File: config.mk
export PLATFORM = sky130hd
export DESIGN_NAME = dmx_scan_ctrl
export DESIGN_NICKNAME = d
export VERILOG_FILES = /design/src/rtl/dmx_pkg.sv /design/src/rtl/dmx_frame_mem.sv /design/src/rtl/dmx_row_shifter.sv /design/src/rtl/dmx_pwm_gate.sv /design/src/rtl/dmx_scan_ctrl.sv
export SDC_FILE = /design/constraint.sdc
export NUM_CORES = 1
export LEC_CHECK = 0
export ABC_AREA = 1
export BUFFER_PORTS_ARGS = -buffer_cell sky130_fd_sc_hd__clkbuf_2
export CAP_MARGIN = 25
export CELL_PAD_IN_SITES_DETAIL_PLACEMENT = 1
export CELL_PAD_IN_SITES_GLOBAL_PLACEMENT = 1
export CORE_MARGIN = 10
export CORE_UTILIZATION = 30
export CTS_BUF_LIST = sky130_fd_sc_hd__clkbuf_8
export DETAILED_ROUTE_END_ITERATION = 16
export GPL_ROUTABILITY_DRIVEN = 0
export PLACE_DENSITY = 0.52
export SLEW_MARGIN = 20
export SYNTH_ARGS = -nofsm -noshare
export SYNTH_HDL_FRONTEND = slang
export SYNTH_SLANG_ARGS = --single-unit
File: constraint.sdc
create_clock -name clk -period 3.8 [get_ports clk]
set_input_delay 0.38 -clock clk [delete_from_list [all_inputs] [get_ports clk]]
set_output_delay 0.38 -clock clk [all_outputs]
set_load 0.01 [all_outputs]
File: src/rtl/dmx_pkg.sv
package dmx_pkg;

  localparam int unsigned SHIFT_HZ_CAP = 5_000_000;
  localparam int unsigned SLOT_US_CAP  = 2000;

  // Slot phases as seen by the sequencer
  typedef enum logic [1:0] {
    PH_FETCH,
    PH_LOAD,
    PH_SHIFT,
    PH_ON
  } slot_phase_e;

  function automatic int unsigned shift_half_clks(input int unsigned clk_hz,
                                                  input int unsigned shift_hz);
    int unsigned eff;
    int unsigned half;
    eff  = (shift_hz > SHIFT_HZ_CAP) ? SHIFT_HZ_CAP : shift_hz;
    if (eff == 0) eff = 1;
    half = (clk_hz + 2 * eff - 1) / (2 * eff);
    return (half == 0) ? 1 : half;
  endfunction

  function automatic int unsigned slot_len_clks(input int unsigned clk_hz,
                                                input int unsigned slot_us);
    int unsigned us;
    us = (slot_us > SLOT_US_CAP) ? SLOT_US_CAP : slot_us;
    return (clk_hz / 1000) * us / 1000;
  endfunction

endpackage

File: src/rtl/dmx_frame_mem.sv
module dmx_frame_mem #(
  parameter int DEPTH  = 5,
  parameter int WIDTH  = 28,
  parameter int ADDR_W = 3
) (
  input  logic              clk,
  input  logic              we,
  input  logic [ADDR_W-1:0] waddr,
  input  logic [WIDTH-1:0]  wdata,
  input  logic              re,
  input  logic [ADDR_W-1:0] raddr,
  output logic [WIDTH-1:0]  rdata
);

  logic [WIDTH-1:0] store [DEPTH];

  // No reset on the array so that a block RAM can hold it.
  always_ff @(posedge clk) begin
    if (we && (int'(waddr) < DEPTH)) begin
      store[waddr] <= wdata;
    end
  end

  always_ff @(posedge clk) begin
    if (re) begin
      rdata <= store[raddr];
    end
  end

endmodule

File: src/rtl/dmx_row_shifter.sv
module dmx_row_shifter #(
  parameter int WIDTH = 28,
  parameter int HALF  = 10
) (
  input  logic             clk,
  input  logic             rst,
  input  logic             load,
  input  logic [WIDTH-1:0] word,
  output logic             ser_data,
  output logic             ser_clk,
  output logic             busy
);

  localparam int PH_W  = (2 * HALF > 1) ? $clog2(2 * HALF) : 1;
  localparam int BIT_W = (WIDTH > 1) ? $clog2(WIDTH) : 1;
  localparam logic [PH_W-1:0]  PH_RISE  = PH_W'(HALF - 1);
  localparam logic [PH_W-1:0]  PH_END   = PH_W'(2 * HALF - 1);
  localparam logic [BIT_W-1:0] BIT_LAST = BIT_W'(WIDTH - 1);

  logic [WIDTH-1:0] sreg;
  logic [PH_W-1:0]  ph;
  logic [BIT_W-1:0] bit_idx;

  always_ff @(posedge clk) begin
    if (rst) begin
      sreg     <= '0;
      ph       <= '0;
      bit_idx  <= '0;
      busy     <= 1'b0;
      ser_data <= 1'b0;
      ser_clk  <= 1'b0;
    end else if (load) begin
      sreg     <= word;
      ph       <= '0;
      bit_idx  <= '0;
      busy     <= 1'b1;
      ser_data <= word[WIDTH-1];
      ser_clk  <= 1'b0;
    end else if (busy) begin
      if (ph == PH_RISE) begin
        ser_clk <= 1'b1;
      end
      if (ph == PH_END) begin
        ph      <= '0;
        ser_clk <= 1'b0;
        sreg    <= {sreg[WIDTH-2:0], 1'b0};
        if (bit_idx == BIT_LAST) begin
          busy     <= 1'b0;
          ser_data <= 1'b0;
        end else begin
          bit_idx  <= bit_idx + 1'b1;
          ser_data <= sreg[WIDTH-2];
        end
      end else begin
        ph <= ph + 1'b1;
      end
    end
  end

endmodule

File: src/rtl/dmx_pwm_gate.sv
module dmx_pwm_gate #(
  parameter int PW = 8
) (
  input  logic          clk,
  input  logic          rst,
  input  logic          restart,
  input  logic [PW-1:0] level,
  output logic          gate
);

  logic [PW-1:0] cnt;

  always_ff @(posedge clk) begin
    if (rst || restart) begin
      cnt <= '0;
    end else begin
      cnt <= cnt + 1'b1;
    end
  end

  // Full scale means steady on; otherwise compare against the ramp.
  assign gate = (&level) | (cnt < level);

endmodule

File: src/rtl/dmx_scan_ctrl.sv
module dmx_scan_ctrl #(
  parameter int CLK_HZ   = 100_000_000,
  parameter int SHIFT_HZ = 5_000_000,
  parameter int SLOT_US  = 2000,
  parameter int CHARS    = 4,
  parameter int ROWS     = 7,
  parameter int COLS     = 5,
  parameter int PWM_W    = 8
) (
  input  logic                           clk,
  input  logic                           rst,
  input  logic                           wr_en,
  input  logic [$clog2(COLS)-1:0]        wr_col,
  input  logic [CHARS*ROWS-1:0]          wr_rows,
  input  logic [PWM_W-1:0]               bright,
  output logic                           ser_data,
  output logic                           ser_clk,
  output logic [COLS-1:0]                col_en
);

  import dmx_pkg::*;

  localparam int WORD_W     = CHARS * ROWS;
  localparam int COL_AW     = $clog2(COLS);
  localparam int HALF       = int'(shift_half_clks(CLK_HZ, SHIFT_HZ));
  localparam int SLOT_CLKS  = int'(slot_len_clks(CLK_HZ, SLOT_US));
  localparam int SHIFT_CLKS = WORD_W * 2 * HALF;
  localparam int ON_START   = 2 + SHIFT_CLKS;
  localparam int SLOT_W     = $clog2(SLOT_CLKS + 1);

  localparam logic [SLOT_W-1:0] SLOT_LAST = SLOT_W'(SLOT_CLKS - 1);
  localparam logic [SLOT_W-1:0] ON_FIRST  = SLOT_W'(ON_START);
  localparam logic [SLOT_W-1:0] ON_PREP   = SLOT_W'(ON_START - 1);
  localparam logic [COL_AW-1:0] COL_LAST  = COL_AW'(COLS - 1);

  // Slot sequencer
  logic [SLOT_W-1:0] slot_cnt;
  logic [COL_AW-1:0] col_idx;
  slot_phase_e       phase;

  always_ff @(posedge clk) begin
    if (rst) begin
      slot_cnt <= '0;
      col_idx  <= '0;
    end else if (slot_cnt == SLOT_LAST) begin
      slot_cnt <= '0;
      col_idx  <= (col_idx == COL_LAST) ? '0 : col_idx + 1'b1;
    end else begin
      slot_cnt <= slot_cnt + 1'b1;
    end
  end

  always_comb begin
    if (slot_cnt == '0) begin
      phase = PH_FETCH;
    end else if (slot_cnt == SLOT_W'(1)) begin
      phase = PH_LOAD;
    end else if (slot_cnt < ON_FIRST) begin
      phase = PH_SHIFT;
    end else begin
      phase = PH_ON;
    end
  end

  // Frame RAM: read once per slot, at the fetch cycle
  logic [WORD_W-1:0] col_word;

  dmx_frame_mem #(
    .DEPTH (COLS),
    .WIDTH (WORD_W),
    .ADDR_W(COL_AW)
  ) u_mem (
    .clk  (clk),
    .we   (wr_en),
    .waddr(wr_col),
    .wdata(wr_rows),
    .re   (phase == PH_FETCH),
    .raddr(col_idx),
    .rdata(col_word)
  );

  // Serializer
  logic shift_busy;

  dmx_row_shifter #(
    .WIDTH(WORD_W),
    .HALF (HALF)
  ) u_shift (
    .clk     (clk),
    .rst     (rst),
    .load    (phase == PH_LOAD),
    .word    (col_word),
    .ser_data(ser_data),
    .ser_clk (ser_clk),
    .busy    (shift_busy)
  );

  // Brightness sampled once per slot
  logic [PWM_W-1:0] level_q;

  always_ff @(posedge clk) begin
    if (rst) begin
      level_q <= '0;
    end else if (phase == PH_FETCH) begin
      level_q <= bright;
    end
  end

  logic pwm_on;

  dmx_pwm_gate #(
    .PW(PWM_W)
  ) u_pwm (
    .clk    (clk),
    .rst    (rst),
    .restart(slot_cnt == ON_PREP),
    .level  (level_q),
    .gate   (pwm_on)
  );

  // Column decode
  logic [COLS-1:0] col_onehot;

  for (genvar k = 0; k < COLS; k++) begin : g_dec
    assign col_onehot[k] = (col_idx == COL_AW'(k));
  end

  always_ff @(posedge clk) begin
    if (rst) begin
      col_en <= '0;
    end else if ((phase == PH_ON) && !shift_busy && pwm_on) begin
      col_en <= col_onehot;
    end else begin
      col_en <= '0;
    end
  end

endmodule

==> impl_metrics.ini, run 1 <==
[global_route]
grt_pass1_wl_mm = 42.0
grt_max_degree = 62
grt_usage_pct = 12.5
grt.overflow.total = 0
grt.busiest_layer = met2
grt_util_met2_pct = 20.9
antenna_found_initial = 0
grt_pass1_vias = 7636
use_met3_pct = 2.48
use_met1_pct = 16.0

[detailed_routing]
drt_wl_total_mm = 26.0
antenna_left = 0
routed_via_density = 4.52
avgRoutedWirePerCell_um = 16.2
drt-pass1-iter-count = 4
routed-via-count = 7260
drc = 0
drt_iter0_drc = 248

[timing]
fin_ws_ns = 1.48
tightest_slew_ns = 0.951
rsz0062_at_grt = no
fmax_mhz = 432
setup_tns_ns = 0
drv_slew = 0
whs_ns = 0.0369
fin_crit_ns = 2.32
setup_viol = 0
hold_violations = 0
finalClockSkew_ns = 0.0528
period_share_pct = 60.9
max-slew-margin-rel_pct = 36.5

[worst_hold_path]
min_path_type = in2reg
hold_depth = 1

[critical_path]
crit_type = reg2reg
endpoint_kind = register
start_kind = register
cp.depth = 7
cp_common_cell = nor2_1
critPathMaxFanout = 26
slowest_delay_ns = 0.74
crit_buf_inv = 1
critPathSlowestCell = nand2_1
worstPathRequired_ns = 4.21
crit_chain = ha_1 -> nand4_1 -> buf_4 -> nand2_1 -> nor2_1 -> nor2_1 -> nor2_1
crit_family = simple AND/OR/NAND/NOR gates
r2r_cells = 7
cp.arrival_ns = 2.72

[logic_synthesis]
post_synth.cell_area_avg_um2 = 9.89
synth_cell_type_count = 36
synth_edf_count = 168
ys_ff_latch = 250
synthCells = 1050
syn_nets = 1111
netlist_area_um2 = 10400
async_flop_share_pct = 0
ys.flop_type = edfxtp_1
seq_area_frac_synth_pct = 64.4
ys.warnings.count = 0

[finish]
multi_input_comb_area_um2 = 3230
final_cell_count_no_fill = 1606
stdcell_area_um2 = 12000
nets = 1180
fillers = 3947
drive_gt1_share_pct = 12.3
area_growth_pct = 15.4
final_core_util_pct = 34.9
diodes = 0
register_area_um2 = 6690

[floorplan]
core_area_um2 = 34400
rows = 68
die_w_um = 206
dieHeight_um = 206
start_util_pct = 30.2
dieArea_um2 = 42500
ios = 49

[power]
power_mw = 5.73
max-vdd-ir-drop_v = 0.000248
cellPowerDensity_nw_per_um2 = 478
power_leakage_nw = 4.54

[place]
portBuffers = 48
place_inst = 1524
place.detailed.hpwl_mm = 15.9
preCtsSetupSlack_ns = 1.47
place_area_um2 = 11100

[cts]
root_buffer = clkbuf_8
clock-sinks = 250
ctsHtreeMaxLevel = 2
numCtsBuffers = 46
path_clk_slew_ns = 0.06
cts-resized-gates = 0
clk_latency_ns = 0.58
cts_tree = built
cts_setup_buffers = 0
cts_max_path_buffers = 3

[outcome]
status = finished, final reports clean

[job]
max_cap_violations = 0
[repair_timing]
action / in CTS / in global routing
hold endpoints to repair: 10 / 0
setup endpoints to repair: 0 / 0
hold buffers: 2 / 0
[path summary, 6_finish.rpt]
check	from	end	slack [ns]
worst min register to register	u_shift.sreg[26]$_SDFFE_PP0P_	u_shift.sreg[26]$_SDFFE_PP0P_	0.45
worst min-delay path	wr_rows[22]	u_mem.store[3][22]$_DFFE_PP_	0.04
worst max-delay path	u_shift.ph[0]$_SDFFE_PP0P_	u_shift.sreg[13]$_SDFFE_PP0P_	1.48
worst max register to register	u_shift.ph[0]$_SDFFE_PP0P_	u_shift.sreg[13]$_SDFFE_PP0P_	1.48
[where the power goes]
group          internal, mW  switching (mW)  total, mW
clock                  1.22            1.13       2.36
combinational        0.0901           0.219      0.309
sequential             3.03          0.0413       3.07
total                  4.34            1.39       5.73
[kinds of logic (layout without fill, tap and decap cells)]
logic type / count (synthesis) / after routing / synth area share, %
AND/OR/NAND/NOR: 524 / 524 / 21.0
flip-flops: 250 / 250 / 64.4
AO/OA/AOI/OAI: 125 / 125 / 6.61
buffers and inverters: 120 / 221 / 4.73
adder cells (fa/ha/maj): 19 / 19 / 2.29
XOR/XNOR: 12 / 12 / 1.01
[per-layer routing]
metal	up-vias	routed length [um]	part of all wire (%)
met5	-	0	0
met4	0	552	2.1
met3	43	918	3.5
met2	87	12200	47
met1	3474	12300	47
li1	3656	-	-
[cell usage in the layout (no fill, tap or decap), drive strengths merged]
master / netlist / final
ha: 19 / 19
a211oi: 9 / 9
xor2: 10 / 10
and3: 1 / 1
nor4: 2 / 2
bufinv: 0 / 1
inv: 73 / 93
dfxtp: 82 / 82
edfxtp: 168 / 168
a31oi: 28 / 28
nand3: 42 / 42
dlygate4sd3: 0 / 2
o22ai: 1 / 1
nand4: 11 / 11
clkbuf: 22 / 95
buf: 24 / 17
clkinv: 1 / 13
a21oi: 21 / 21
nor2: 305 / 305
o21a: 1 / 1
nand2: 136 / 136
xnor2: 2 / 2
o21ai: 65 / 65
nor3b: 4 / 4
nand3b: 4 / 4
nor3: 14 / 14
or2: 5 / 5
[flip-flops by register name, summed over array words and instances (netlist names)]
name / count
col_en: 5
slot_cnt: 18
u_shift.busy: 1
level_q: 8
u_shift.bit_idx: 5
u_shift.ser_clk: 1
u_shift.sreg: 27
u_pwm.cnt: 8
u_mem.rdata: 28
u_shift.ser_data: 1
u_mem.store: 140
u_shift.ph: 5
col_idx: 3
[layout make-up]
type,instances,share of cell area [%]
Clock inverter,33,1.55
Tap cell,455,4.75
Sequential cell,250,55.8
Multi-Input combinational cell,680,26.9
Clock buffer,47,5.40
Timing Repair Buffer,67,3.24
Inverter,74,2.32
[synth_stat cells, drive strengths merged (4+ instances only)]
master / count / area share, %
or2: 5 / 0.30
a31oi: 28 / 1.7
dfxtp: 82 / 16
nor3b: 4 / 0.39
nor3: 14 / 0.78
a211oi: 9 / 0.65
inv: 73 / 2.6
nand2: 136 / 4.9
edfxtp: 168 / 49
nand3b: 4 / 0.29
nor2: 305 / 11
o21ai: 65 / 3.1
nand3: 42 / 2.0
buf: 24 / 1.3
xor2: 10 / 0.84
nand4: 11 / 0.72
a21oi: 21 / 1.0
ha: 19 / 2.3
clkbuf: 22 / 0.79
Power figures use the tool's default switching activity.
==> run 2: changes to the inputs <==
ABC_AREA = 0   (was 1)
PLACE_DENSITY = 0.51   (was 0.52)
clock period = 2 ns   (was 3.8 ns; I/O delays follow)
==> impl_metrics.ini, run 2 <==
[outcome]
status = finished, final reports clean

[detailed_routing]
routed_via_density = 4.69
antenna_left = 0
drc = 0
avgRoutedWirePerCell_um = 17.5
drt_wl_total_mm = 23.8
drt_iter0_drc = 270
routed-via-count = 6373
drt-pass1-iter-count = 4

[critical_path]
r2r_slack_ns = 0.13
endpoint_kind = register
crit-reg2reg-launch = slot_cnt[12]$_SDFF_PP0_
cp.arrival_ns = 2.29
critPathMaxFanout = 11
worstPathRequired_ns = 2.42
crit_type = reg2reg
r2r_cells = 4
rr_endpoint = u_shift.ph[3]$_SDFFE_PP0P_
start_kind = register

[timing]
max-slew-margin-rel_pct = 64.1
period_share_pct = 93.3
tightest_slew_ns = 0.538
setup_viol = 0
fin_ws_ns = 0.134
drv_slew = 0
hold_violations = 0
fmax_mhz = 536
finalClockSkew_ns = 0.0273
fin_crit_ns = 1.87
rsz0062_at_grt = no

[floorplan]
die_w_um = 205
rows = 67
dieHeight_um = 205
dieArea_um2 = 41900
start_util_pct = 30.4
core_area_um2 = 33600
ios = 49

[finish]
final_common_cell = edfxtp_1
reg.largest.list = u_mem.store x140, u_mem.rdata x28, u_shift.sreg x27
final_cell_mix = edfxtp_1 (168), nand2_1 (98), dfxtp_1 (79)
area_growth_pct = 22.7
largest_register_ffs = 140
drive_gt1_share_pct = 23.2
final_cell_count_no_fill = 1358
regMostFlops = u_mem.store
final_core_util_pct = 37.4
nets = 935
stdcell_area_um2 = 12600

[job]
max_cap_violations = 0

[logic_synthesis]
ys_ff_latch = 250
synth_cell_type_count = 55
synth_edf_count = 168
post_synth.cell_area_avg_um2 = 13.7
async_flop_share_pct = 0
synthCells = 749
ys_top_cells_by_count = edfxtp_1 (168), nand2_1 (99), dfxtp_1 (82)
ys.warnings.count = 0
synth_top_area_cell = edfxtp_1
yosys-top-cells-area = edfxtp_1 (49%), dfxtp_1 (16%), mux4_2 (6.2%)
seq_area_frac_synth_pct = 65.3
netlist_area_um2 = 10200
yosysTopAreaCellShare_pct = 49.3
ys.flop_type = edfxtp_1
synth_most_common_cell = edfxtp_1
syn_nets = 810

[global_route]
grt_pass1_vias = 7132
grt_pass1_wl_mm = 38.8
grt.overflow.total = 0
grt_max_degree = 32
grt_usage_pct = 11.6
antenna_found_initial = 1

[place]
portBuffers = 48
preCtsSetupSlack_ns = 0.0947
place_area_um2 = 11300
place_inst = 1239
place.detailed.hpwl_mm = 14.9

[cts]
clk_latency_ns = 0.57
root_buffer = clkbuf_8
ctsHtreeMaxLevel = 2
cts_setup_buffers = 0
cts_tree = built
cts_max_path_buffers = 3
clock-sinks = 250
path_clk_slew_ns = 0.06
numCtsBuffers = 45

[worst_hold_path]
hold_depth = 3
min_to = col_idx[2]$_SDFFE_PP0P_
hold_start = rst
min_path_type = in2reg

[power]
power_mw = 11.0
max-vdd-ir-drop_v = 0.000498
cellPowerDensity_nw_per_um2 = 878
power_leakage_nw = 4.62
run 2: layout make-up:
class	instances	area, um^2
Fill cell	3530	21100
Tap cell	448	561
Timing Repair Buffer	120	971
Clock buffer	48	661
Inverter	18	67.6
Clock inverter	34	181
Sequential cell	250	6690
Multi-Input combinational cell	439	3430
Antenna cell	1	2.50
run 2: how the worst max path moves through the flow:
stage / from / to / slack, ns / depth (start not counted)
6_report: slot_cnt[12]$_SDFF_PP0_ / u_shift.ph[3]$_SDFFE_PP0P_ / 0.13 / 4
2_1_floorplan: slot_cnt[13]$_SDFF_PP0_ / u_mem.rdata[0]$_DFFE_PN_ / -0.0004 / 3
5_1_grt: u_shift.ph[0]$_SDFFE_PP0P_ / u_shift.sreg[21]$_SDFFE_PP0P_ / 0.004 / 5
3_3_place_gp: level_q[7]$_SDFFE_PP0N_ / col_en[4]$_SDFF_PP0_ / 0.05 / 6
3_5_place_dp: level_q[1]$_SDFFE_PP0N_ / col_en[4]$_SDFF_PP0_ / 0.09 / 6
4_1_cts: level_q[1]$_SDFFE_PP0N_ / col_en[4]$_SDFF_PP0_ / 0.04 / 6
run 2: critical path, cell delays in order, from the launching register on:
cell and delay (ns):
dfxtp_1 0.37, or4_4 0.53, nor4_4 0.34, a21o_1 0.39, nor2_1 0.10
run 2: metal layers:
layer  track usage [%]  up-vias  share of wire (%)
li1                  -     3088                  -
met5                 0        -                  0
met2              19.6       87                 50
met3              2.69       45                3.4
met4              4.07        0                2.4
met1              14.1     3153                 45
run 2: kinds of logic (layout without fill, tap and decap cells):
kind of cell,after synthesis,after routing,synth area share [%]
simple gates,265,265,13.2
flops,250,250,65.3
compound gates,72,72,5.43
buf+inv,60,220,2.47
mux,57,57,9.00
xor+xnor,26,26,2.22
fa+ha+maj,19,19,2.32
other cells,0,1,0
run 2: what timing repair did:
item / CTS / global route
endpoints found under the setup margin: 0 / 6
hold buffers: 36 / 0
endpoints found under the hold margin: 148 / 0
resized for setup: 0 / 4
run 2: where the power goes:
part | internal, mW | leakage (nW) | switching, mW
clock network | 2.36 | 0.482 | 2.10
registers | 5.76 | 2.21 | 0.104
logic | 0.302 | 1.92 | 0.404
total | 8.42 | 4.62 | 2.60
run 2: per-stage QoR:
step / TNS [ns] / hold slack (ns)
global placement: 0 / 0.429
global route: 0 / 0.0817
finish: 0 / 0.111
floorplan: -0.0104 / 0.299
detailed placement: 0 / 0.442
CTS: 0 / 0.0562
==> run 3: changes to the inputs <==
==> constraint.sdc (replaced) <==
create_clock -name clk -period 2 [get_ports clk]
set_input_delay 0.1 -clock clk [delete_from_list [all_inputs] [get_ports clk]]
set_output_delay 0.1 -clock clk [all_outputs]
set_load 0.01 [all_outputs]
==> impl_metrics.ini, run 3 (synthesized netlist as in run 2, its figures left out) <==
[cts]
root_buffer = clkbuf_8
clk_latency_ns = 0.55
clock-sinks = 250
numCtsBuffers = 45
cts_max_path_buffers = 3
ctsHtreeMaxLevel = 2
cts_tree = built
path_clk_slew_ns = 0.06

[place]
portBuffers = 48
place_area_um2 = 11300
place.detailed.hpwl_mm = 15.1

[detailed_routing]
wl_met3_um = 766
drt-pass1-iter-count = 6
avgRoutedWirePerCell_um = 17.3
dr_wl_met2_mm = 11.7
drt_wl_total_mm = 23.6
routed_via_density = 4.69
drc = 0
routed-via-count = 6380
antenna_left = 0
drt_iter0_drc = 232
wirelength_met1_mm = 10.8
highest_layer = met4

[power]
p_int_mw = 8.49
power_mw = 11.1
max-vdd-ir-drop_v = 0.000434
switchingPower_mw = 2.59
pwr-share-comb_pct = 6.3
power_leakage_nw = 4.63
netSwitchingFraction_pct = 23.4
p_clk_share_pct = 40.8
pwr-share-seq_pct = 52.9
cellPowerDensity_nw_per_um2 = 883

[timing]
finalClockSkew_ns = 0.0305
setup_tns_ns = 0
tightest_slew_ns = 0.607
fin_crit_ns = 1.88
setup_viol = 0
drv_slew = 0
rsz0062_at_grt = no
period_share_pct = 94.2
max-slew-margin-rel_pct = 59.5
hold_violations = 0
fmax_mhz = 531

[critical_path]
slowest_delay_ns = 0.55
worstPathRequired_ns = 2.45
crit_chain = or4_4 -> nor4_4 -> nand2_2 -> buf_12 -> a211oi_1
endpoint_kind = register
crit_type = reg2reg
critPathSlowestCell = or4_4
start_kind = register
cp.arrival_ns = 2.33
critPathMaxFanout = 28

[finish]
area_growth_pct = 22.6
regMostFlops = u_mem.store
reg.largest.list = u_mem.store x140, u_mem.rdata x28, u_shift.sreg x27
final_common_cell = edfxtp_1
nets = 936
stdcell_area_um2 = 12500
drive_gt1_share_pct = 23.2
diodes = 0
largest_register_ffs = 140
final_cell_mix = edfxtp_1 (168), nand2_1 (98), dfxtp_1 (79)

[global_route]
grt_max_degree = 46
grt_usage_pct = 11.3
antenna_found_initial = 0
grt_pass1_wl_mm = 38.4
grt_pass1_vias = 7090
grt.overflow.total = 0

[floorplan]
dieHeight_um = 205
ios = 49
start_util_pct = 30.4
rows = 67
dieArea_um2 = 41900
die_w_um = 205
core_area_um2 = 33600

[worst_hold_path]
min_path_type = in2reg

[job]
max_cap_violations = 0

[outcome]
status = finished, final reports clean
run 3: cell types whose count changed in the layout (fill, tap and decap cells not counted), moves of 2 or more:
cell,before,now
buf_12,8,5
inv_1,32,35
clkinv_2,5,1
buf_4,28,32
clkbuf_8,48,50
run 3: what timing repair did:
item	4_1_cts	5_1_grt
hold buffers	36	0
setup buffers	0	0
endpoints found under the hold margin	148	0
resized for setup	0	5
endpoints found under the setup margin	0	18
run 3: final cells by class:
cell class,instances,area (um^2)
Fill cell,3489,21100
Sequential cell,250,6690
Multi-Input combinational cell,439,3430
Timing Repair Buffer,121,941
Clock buffer,50,688
Tap cell,448,561
Clock inverter,34,171
Inverter,18,67.6
run 3: worst max-delay path, delay by kind of cell (launching register included):
family / cells / cell delay [ns]
flip-flops: 1 / 0.36
AO/OA/AOI/OAI: 1 / 0.21
buffers and inverters: 1 / 0.19
AND/OR/NAND/NOR: 3 / 1.00
run 3: per-stage QoR:
stage          cells  hold slack [ns]  util [%]  setup WS [ns]
6_report        1360            0.161      37.3          0.117
5_1_grt         1360            0.137      37.3        0.00105
4_1_cts         1360            0.117      37.3         0.0518
3_5_place_dp    1240            0.337      33.6         0.0699
3_3_place_gp    1240            0.328      33.6         0.0463
2_1_floorplan    749            0.199         -      -0.000373
run 3: power groups by stage:
stage / Combinational (mW) / Sequential (mW) / Clock (mW)
floorplan: 0.394 / 5.93 / 0
global route: 0.775 / 5.88 / 4.98
finish: 0.693 / 5.86 / 4.53
global placement: 0.618 / 5.96 / 0
CTS: 0.702 / 5.87 / 4.71
detailed placement: 0.645 / 5.97 / 0
run 3: worst paths after layout:
kind | startpoint | to | slack (ns) | cells past startpoint
hold reg to reg | u_shift.busy$_SDFF_PP0_ | u_shift.busy$_SDFF_PP0_ | 0.47 | 2
setup / recovery | slot_cnt[14]$_SDFF_PP0_ | u_shift.sreg[5]$_SDFFE_PP0P_ | 0.12 | 5
hold / removal | rst | col_en[1]$_SDFF_PP0_ | 0.16 | 5
setup reg to reg | slot_cnt[14]$_SDFF_PP0_ | u_shift.sreg[5]$_SDFFE_PP0P_ | 0.12 | 5
run 3: per-layer routing:
metal | GRT usage [%] | vias to the layer above
li1 | - | 3088
met1 | 14.2 | 3186
met2 | 19.1 | 77
met3 | 2.53 | 29
met4 | 3.31 | 0
met5 | 0 | -
